[src/rtl/spiRegPkg.sv]
package spiRegPkg;
  localparam int ADDR_W  = 13;
  localparam int INSTR_W = 16;

  typedef enum logic [1:0] {
    ST_IDLE,
    ST_INSTR,
    ST_DATA,
    ST_DONE
  } xferState_t;

  typedef struct packed {
    logic shiftIn;
    logic loadInstr;
    logic wrByte;
    logic incAddr;
    logic loadRd;
    logic shiftRd;
    logic enterSerial;
  } ctrlStb_t;
endpackage

[src/rtl/spiCtrlFsm.sv]
module spiCtrlFsm
  import spiRegPkg::*;
(
  input  logic       clk,
  input  logic       rstN,
  input  logic       csN,
  input  logic       sclk,
  input  logic       isRead,
  input  logic [1:0] lenCode,
  output ctrlStb_t   stb,
  output logic       serialMode,
  output logic       sdioOe
);
  localparam int BIT_W = $clog2(INSTR_W);

  xferState_t       state;
  logic [BIT_W-1:0] bitCnt;
  logic [1:0]       byteCnt;
  logic             csPrev, sclkPrev;
  logic             csFall, sclkRise, sclkFall;
  logic             instrLast, byteLast, lenReached;

  assign csFall     = csPrev & ~csN;
  assign sclkRise   = sclk & ~sclkPrev & ~csN;
  assign sclkFall   = ~sclk & sclkPrev & ~csN;
  assign instrLast  = (bitCnt == BIT_W'(INSTR_W - 1));
  assign byteLast   = (bitCnt == BIT_W'(7));
  assign lenReached = (lenCode != 2'b11) && (byteCnt == lenCode);

  always_comb begin
    stb             = '0;
    stb.shiftIn     = sclkRise && (state == ST_INSTR || state == ST_DATA);
    stb.loadInstr   = sclkRise && state == ST_INSTR && instrLast;
    stb.wrByte      = sclkRise && state == ST_DATA && !isRead && byteLast;
    stb.incAddr     = sclkRise && state == ST_DATA && byteLast;
    stb.loadRd      = sclkFall && state == ST_DATA && isRead && bitCnt == '0;
    stb.shiftRd     = sclkFall && state == ST_DATA && isRead && bitCnt != '0;
    stb.enterSerial = csFall && !serialMode;
  end

  always_ff @(posedge clk or negedge rstN) begin
    if (!rstN) begin
      csPrev     <= 1'b1;
      sclkPrev   <= 1'b0;
      state      <= ST_IDLE;
      bitCnt     <= '0;
      byteCnt    <= '0;
      serialMode <= 1'b0;
      sdioOe     <= 1'b0;
    end else begin
      csPrev   <= csN;
      sclkPrev <= sclk;
      if (csFall) begin
        serialMode <= 1'b1;
        state      <= ST_INSTR;
        bitCnt     <= '0;
        byteCnt    <= '0;
        sdioOe     <= 1'b0;
      end else if (csN) begin
        state  <= ST_IDLE;
        sdioOe <= 1'b0;
      end else begin
        if (sclkRise) begin
          case (state)
            ST_INSTR: begin
              if (instrLast) begin
                state  <= ST_DATA;
                bitCnt <= '0;
              end else begin
                bitCnt <= bitCnt + 1'b1;
              end
            end
            ST_DATA: begin
              if (byteLast) begin
                bitCnt  <= '0;
                byteCnt <= byteCnt + 1'b1;
                if (lenReached) state <= ST_DONE;
              end else begin
                bitCnt <= bitCnt + 1'b1;
              end
            end
            default: ;
          endcase
        end
        if (sclkFall) begin
          if (stb.loadRd) sdioOe <= 1'b1;
          if (state == ST_DONE) sdioOe <= 1'b0;
        end
      end
    end
  end

  AST_MODE_STICKY: assert property (@(posedge clk) disable iff (!rstN)
    serialMode |=> serialMode);
  AST_OE_READ_ONLY: assert property (@(posedge clk) disable iff (!rstN)
    sdioOe |-> (isRead && (state == ST_DATA || state == ST_DONE)));
  AST_OE_DROP_ON_CS: assert property (@(posedge clk) disable iff (!rstN)
    csN |=> !sdioOe);
  AST_LEN_LIMIT: assert property (@(posedge clk) disable iff (!rstN)
    (state == ST_DATA && lenCode != 2'b11) |-> (byteCnt <= lenCode));
endmodule

[src/rtl/spiCtrlData.sv]
module spiCtrlData
  import spiRegPkg::*;
#(
  parameter int NUM_REGS = 24,
  parameter int STD_REG  = 20,
  parameter int STD_BIT  = 0
) (
  input  logic              clk,
  input  logic              rstN,
  input  logic              sdioIn,
  input  ctrlStb_t          stb,
  input  logic              serialMode,
  output logic              isRead,
  output logic [1:0]        lenCode,
  output logic              sdioOut,
  output logic              regWrEn,
  output logic [ADDR_W-1:0] regWrAddr,
  output logic [7:0]        regWrData,
  output logic              outStdSel
);
  localparam int IDX_W = (NUM_REGS > 1) ? $clog2(NUM_REGS) : 1;
  localparam logic [ADDR_W-1:0] LAST_IDX = ADDR_W'(NUM_REGS - 1);

  logic [7:0]         regs [NUM_REGS];
  logic [INSTR_W-1:0] shiftReg;
  logic [INSTR_W-1:0] instrWord;
  logic [7:0]         byteIn, rdByte, txShift;
  logic [ADDR_W-1:0]  addrCnt;
  logic               inRange;

  assign instrWord = {shiftReg[INSTR_W-2:0], sdioIn};
  assign byteIn    = {shiftReg[6:0], sdioIn};
  assign inRange   = (addrCnt <= LAST_IDX);
  assign rdByte    = inRange ? regs[addrCnt[IDX_W-1:0]] : 8'h00;
  assign sdioOut   = txShift[7];
  assign outStdSel = regs[STD_REG][STD_BIT];

  always_ff @(posedge clk or negedge rstN) begin
    if (!rstN) begin
      shiftReg  <= '0;
      isRead    <= 1'b0;
      lenCode   <= '0;
      addrCnt   <= '0;
      txShift   <= '0;
      regWrEn   <= 1'b0;
      regWrAddr <= '0;
      regWrData <= '0;
      for (int i = 0; i < NUM_REGS; i++) regs[i] <= '0;
    end else begin
      regWrEn <= 1'b0;
      if (stb.shiftIn) shiftReg <= instrWord;
      if (stb.loadInstr) begin
        isRead  <= instrWord[15];
        lenCode <= instrWord[14:13];
        addrCnt <= instrWord[ADDR_W-1:0];
      end else if (stb.incAddr) begin
        addrCnt <= addrCnt + 1'b1;
      end
      if (stb.loadRd)       txShift <= rdByte;
      else if (stb.shiftRd) txShift <= {txShift[6:0], 1'b0};
      if (stb.wrByte && inRange) begin
        regs[addrCnt[IDX_W-1:0]] <= byteIn;
        regWrEn   <= 1'b1;
        regWrAddr <= addrCnt;
        regWrData <= byteIn;
      end
      if (stb.enterSerial) regs[STD_REG][STD_BIT] <= sdioIn;
    end
  end

  AST_WR_PULSE: assert property (@(posedge clk) disable iff (!rstN)
    regWrEn |=> !regWrEn);
  AST_ADDR_STEP: assert property (@(posedge clk) disable iff (!rstN)
    stb.incAddr |=> (addrCnt == $past(addrCnt) + 13'd1));
  AST_STD_HOLD: assert property (@(posedge clk) disable iff (!rstN)
    ($past(serialMode) && !$past(stb.wrByte)) |-> $stable(outStdSel));
endmodule

[src/rtl/spiRegSlave.sv]
module spiRegSlave
  import spiRegPkg::*;
#(
  parameter int NUM_REGS = 24,
  parameter int STD_REG  = 20,
  parameter int STD_BIT  = 0
) (
  input  logic              clk,
  input  logic              rstN,
  input  logic              csN,
  input  logic              sclk,
  input  logic              sdioIn,
  output logic              sdioOut,
  output logic              sdioOe,
  output logic              regWrEn,
  output logic [ADDR_W-1:0] regWrAddr,
  output logic [7:0]        regWrData,
  output logic              serialMode,
  output logic              outStdSel
);
  ctrlStb_t   stb;
  logic       isRead;
  logic [1:0] lenCode;

  spiCtrlFsm u_fsm (
    .clk        (clk),
    .rstN       (rstN),
    .csN        (csN),
    .sclk       (sclk),
    .isRead     (isRead),
    .lenCode    (lenCode),
    .stb        (stb),
    .serialMode (serialMode),
    .sdioOe     (sdioOe)
  );

  spiCtrlData #(
    .NUM_REGS (NUM_REGS),
    .STD_REG  (STD_REG),
    .STD_BIT  (STD_BIT)
  ) u_data (
    .clk        (clk),
    .rstN       (rstN),
    .sdioIn     (sdioIn),
    .stb        (stb),
    .serialMode (serialMode),
    .isRead     (isRead),
    .lenCode    (lenCode),
    .sdioOut    (sdioOut),
    .regWrEn    (regWrEn),
    .regWrAddr  (regWrAddr),
    .regWrData  (regWrData),
    .outStdSel  (outStdSel)
  );
endmodule

[config.mk]
export PLATFORM = sky130hd
export DESIGN_NAME = spiRegSlave
export DESIGN_NICKNAME = d
export VERILOG_FILES = /design/src/rtl/spiRegPkg.sv /design/src/rtl/spiCtrlFsm.sv /design/src/rtl/spiCtrlData.sv /design/src/rtl/spiRegSlave.sv
export SDC_FILE = /design/constraint.sdc
export NUM_CORES = 1
export LEC_CHECK = 0
export BUFFER_PORTS_ARGS = -buffer_cell sky130_fd_sc_hd__buf_2
export CAP_MARGIN = 20
export CORE_ASPECT_RATIO = 0.6
export CORE_MARGIN = 2
export CORE_UTILIZATION = 55
export DETAILED_ROUTE_END_ITERATION = 8
export PLACE_DENSITY = 0.74
export REMOVE_ABC_BUFFERS = 1
export SLEW_MARGIN = 20
export SYNTH_ARGS = -nofsm -noshare
export SYNTH_HDL_FRONTEND = slang
export SYNTH_SLANG_ARGS = --single-unit
[constraint.sdc]
create_clock -name clk -period 2.6 [get_ports clk]
set_input_delay 0.13 -clock clk [delete_from_list [all_inputs] [get_ports clk]]
set_output_delay 0.13 -clock clk [all_outputs]
set_load 0.05 [all_outputs]
==> summary.md <==
| Metric | Value |
|---|---|
| Fin crit share | between 90% and 100% |
| Net Sw Frac | between 20% and 30% |
| CTS tree | built |
| CP Data Arrival Time | between 2 and 3 ns |
| Core box area | 22,020 um2 |
| Seq cells post-synth | 265 |
| Distinct cells, synth | 64 |
| Final Slew Violations | 0 |
| Placed cells | about 1,200 |
| Share of Yosys cell area claimed by the top area cell type | 53.56% |
| Sequential Power Share | between 50% and 60% |
| Starting DRT DRC Count | ~740 |
| Detail Route Antenna Nets | 0 |
| First-pass GRT wire length | 47.25 mm |
| Initial antenna violation count | 0 |
| Worst-path clk slew | 0.06 ns |
| Setup CP Type | reg2reg |
| CP Cell Sequence | or4_1 > nor4_4 > nand2_2 > buf_12 > nor2_4 > mux2_2 |
| Grt ovf | 0 |
| CP Max Fanout | 33 |
| Fin nets | around 1,000 |
| Worst skew pair latency | about 0.52 ns |
| Period minus WS final | between 2 and 2.5 ns |
| Seq. cell area | 6638 um2 |
| WL final | approximately 30 mm |
| RSZ-0062 raised after global routing | false |
| Setup ws final | about 0.14 ns |
| Port buffer count | 30 |
| Max incr delay on CP | between 0.6 and 0.7 ns |
| Drt drc | 0 |
| Max frequency | ~410 MHz |
| Ys async rst share | 100.0% |
| H-tree depth | 1 |
| Die area | 23,680 um2 |
| Largest net degree at the start of global routing | 80 |
| Boundary Pins | 31 |
| Min-delay worst type | in2async |
| Post-DP HPWL | 19.36 mm |
| Post-Place Setup Slack | approximately 0.095 ns |
| Sequential element share of the synthesized area | between 50% and 60% |
| Top cells by count, synth | 264 x dfrtp_1, 225 x mux2_2, 51 x nand2_1 |
| Post-Syn Area per Cell | between 10 and 15 um2 |
| Gr usage total | between 20% and 30% |
| Routed vias/inst | 6.217 |
| Vias in the first global route | 7,840 |
| Clock Skews | around 0.0077 ns |
| CTS buffer count | 25 |
| Top FF cell, synth | dfrtp_1 |
| GPL Wtd Cong | between 0.9 and 1 |
| CTS max path bufs | 3 |
| Max-cap violations | 0 |
| Combinational Power Share | ~6.3% |
| Fillers | between 1,500 and 2,000 |
| Synth area leaders | dfrtp_1 54%, mux2_2 21%, mux4_2 5.1% |
| Ys Warns | 0 |
| CP max-delay cell | or4_1 |
| Mapped Area | ~12,000 um2 |
| Number of setup violations in the final report | 0 |
| Final Non-Filler Cells | 1,280 |
| EDFF count, synth | 0 |
| Rel. slew slack | 31.64% |
| Static leakage | 6.796 nW |
| Die W | 197.3 um |
| Vias | about 8,000 |
| CP Capture Type | register |
| Layout area overhead | 13.09% |
| Worst VDD drop | ~380 uV |
| Worst hold slack | 0.1740 ns |
| Dominant cell type by area after synthesis | dfrtp_1 |
| Multi-input gate area | 5400 um2 |
| Syn Inst Count | 928 |
| N_diodes | 0 |
| Avg WL per Cell | 23.15 um |
| Most common cell in the netlist | dfrtp_1 |
| Pwr/cell area | 605.2 nW/um2 |
| Outcome | completed |
| Endpoints failing hold | 0 |
| Clock network power share | around 44% |
| Starting Density | 56.02% |
| Root buffer cell | clkbuf_16 |
| Switching power | around 2.0 mW |
| Clock sink count | ~270 |
| Internal | approximately 6.4 mW |
| Die height | around 120 um |
| Rows | 42 |
| Fin util | around 63% |
| DRT Pass-1 Iters | 5 |
| Share of cells above drive strength 1 | approximately 41% |
| Least-Margin Pin Slew | between 1 and 1.5 ns |
| Critical Path Source Type | register |
| CP required | around 3 ns |
==> logic make-up (layout without fill, tap and decap cells) <==
logic type,count (synthesis),in the layout,synth area share (%)
adder cells (fa/ha/maj),9,9,0.9129
buffers and inverters,77,143,2.465
AO/OA/AOI/OAI,101,101,5.467
XOR/XNOR,9,9,0.6390
flip-flops,265,265,53.77
multiplexers,279,279,27.76
AND/OR/NAND/NOR,188,188,8.987
==> state kept, by name, indices dropped and copies added (netlist names) <==
| register | cells |
|---|---|
| u_data.addrCnt | 13 |
| u_data.isRead | 1 |
| u_data.lenCode | 2 |
| u_data.outStdSel | 1 |
| u_data.regWrAddr | 13 |
| u_data.regWrData | 8 |
| u_data.regWrEn | 1 |
| u_data.regs | 191 |
| u_data.shiftReg | 15 |
| u_data.txShift | 8 |
| u_fsm.bitCnt | 4 |
| u_fsm.byteCnt | 2 |
| u_fsm.csPrev | 1 |
| u_fsm.sclkPrev | 1 |
| u_fsm.sdioOe | 1 |
| u_fsm.serialMode | 1 |
| u_fsm.state | 2 |
==> worst paths after layout <==
check / start / endpoint / slack [ns] / cells after the start
max in group asynchronous: rstN / u_data.regs[176] / 1.59 / 3
worst max-delay path: u_data.addrCnt[11] / u_data.regs[129] / 0.14 / 6
worst max register to register: u_data.addrCnt[11] / u_data.regs[129] / 0.14 / 6
min in group clk: sdioIn / u_data.addrCnt[0] / 0.28 / 3
worst min-delay path: rstN / u_data.regWrAddr[7] / 0.17 / 2
worst min register to register: u_data.regWrAddr[0] / u_data.regWrAddr[0] / 0.47 / 2
==> metrics by stage <==
stage / total power [mW] / TNS [ns] / instance area [um2]
detailed placement: 4.842 / 0 / 13110
global placement: 4.838 / 0 / 13110
global route: 8.755 / 0 / 13950
CTS: 8.514 / 0 / 13950
finish: 8.443 / 0 / 13950
floorplan: 4.502 / -309.50 / 12070
==> per-layer routing <==
layer	wire length (um)	part of all wire (%)	global-route usage [%]
met1	14190	48	41.84
met2	12410	42	36.36
met3	2466	8.3	6.239
met4	577	1.9	5.686
met5	0	0	0
==> power groups by stage <==
stage               Combinational [mW]  Clock [mW]  Sequential [mW]
detailed placement               0.530           0             4.31
CTS                              0.536        3.74             4.24
global placement                 0.528           0             4.31
floorplan                        0.122           0             4.38
finish                           0.534        3.67             4.24
global route                     0.583        3.93             4.24
==> cell usage in the layout (no fill, tap or decap), types with 10 or more instances in the layout <==
master and count:
nor3_1 10, mux2_2 225, a22oi_1 11, mux4_2 28, nor2_1 25, nand2_1 51, a21oi_1 12, mux2i_1 26
nand3_1 16, dfrtp_1 262, buf_2 29, clkbuf_16 25, o21ai_0 31, and2_1 10, buf_4 53, nand4_2 10
==> critical path, delay by kind of cell, from the launching register on <==
family / cells / cell delay [ns]
and+or+nand+nor: 4 / 1.32
DFF: 1 / 0.41
muxes: 1 / 0.38
buffers and inverters: 1 / 0.22
==> layout make-up <==
| type | count | share of cell area (%) |
|---|---|---|
| Multi-Input combinational cell | 586 | 38.71 |
| Sequential cell | 265 | 47.58 |
| Clock buffer | 36 | 5.211 |
| Inverter | 9 | 0.2422 |
| Tap cell | 286 | 2.565 |
| Clock inverter | 6 | 0.6188 |
| Timing Repair Buffer | 92 | 5.076 |
==> repair_timing <==
item,in CTS,in global routing
hold buffers,3,0
hold endpoints to repair,79,0
setup buffers,0,0
resized for setup,0,1
setup endpoints to repair,0,6
(Power assumes the default switching activity.)
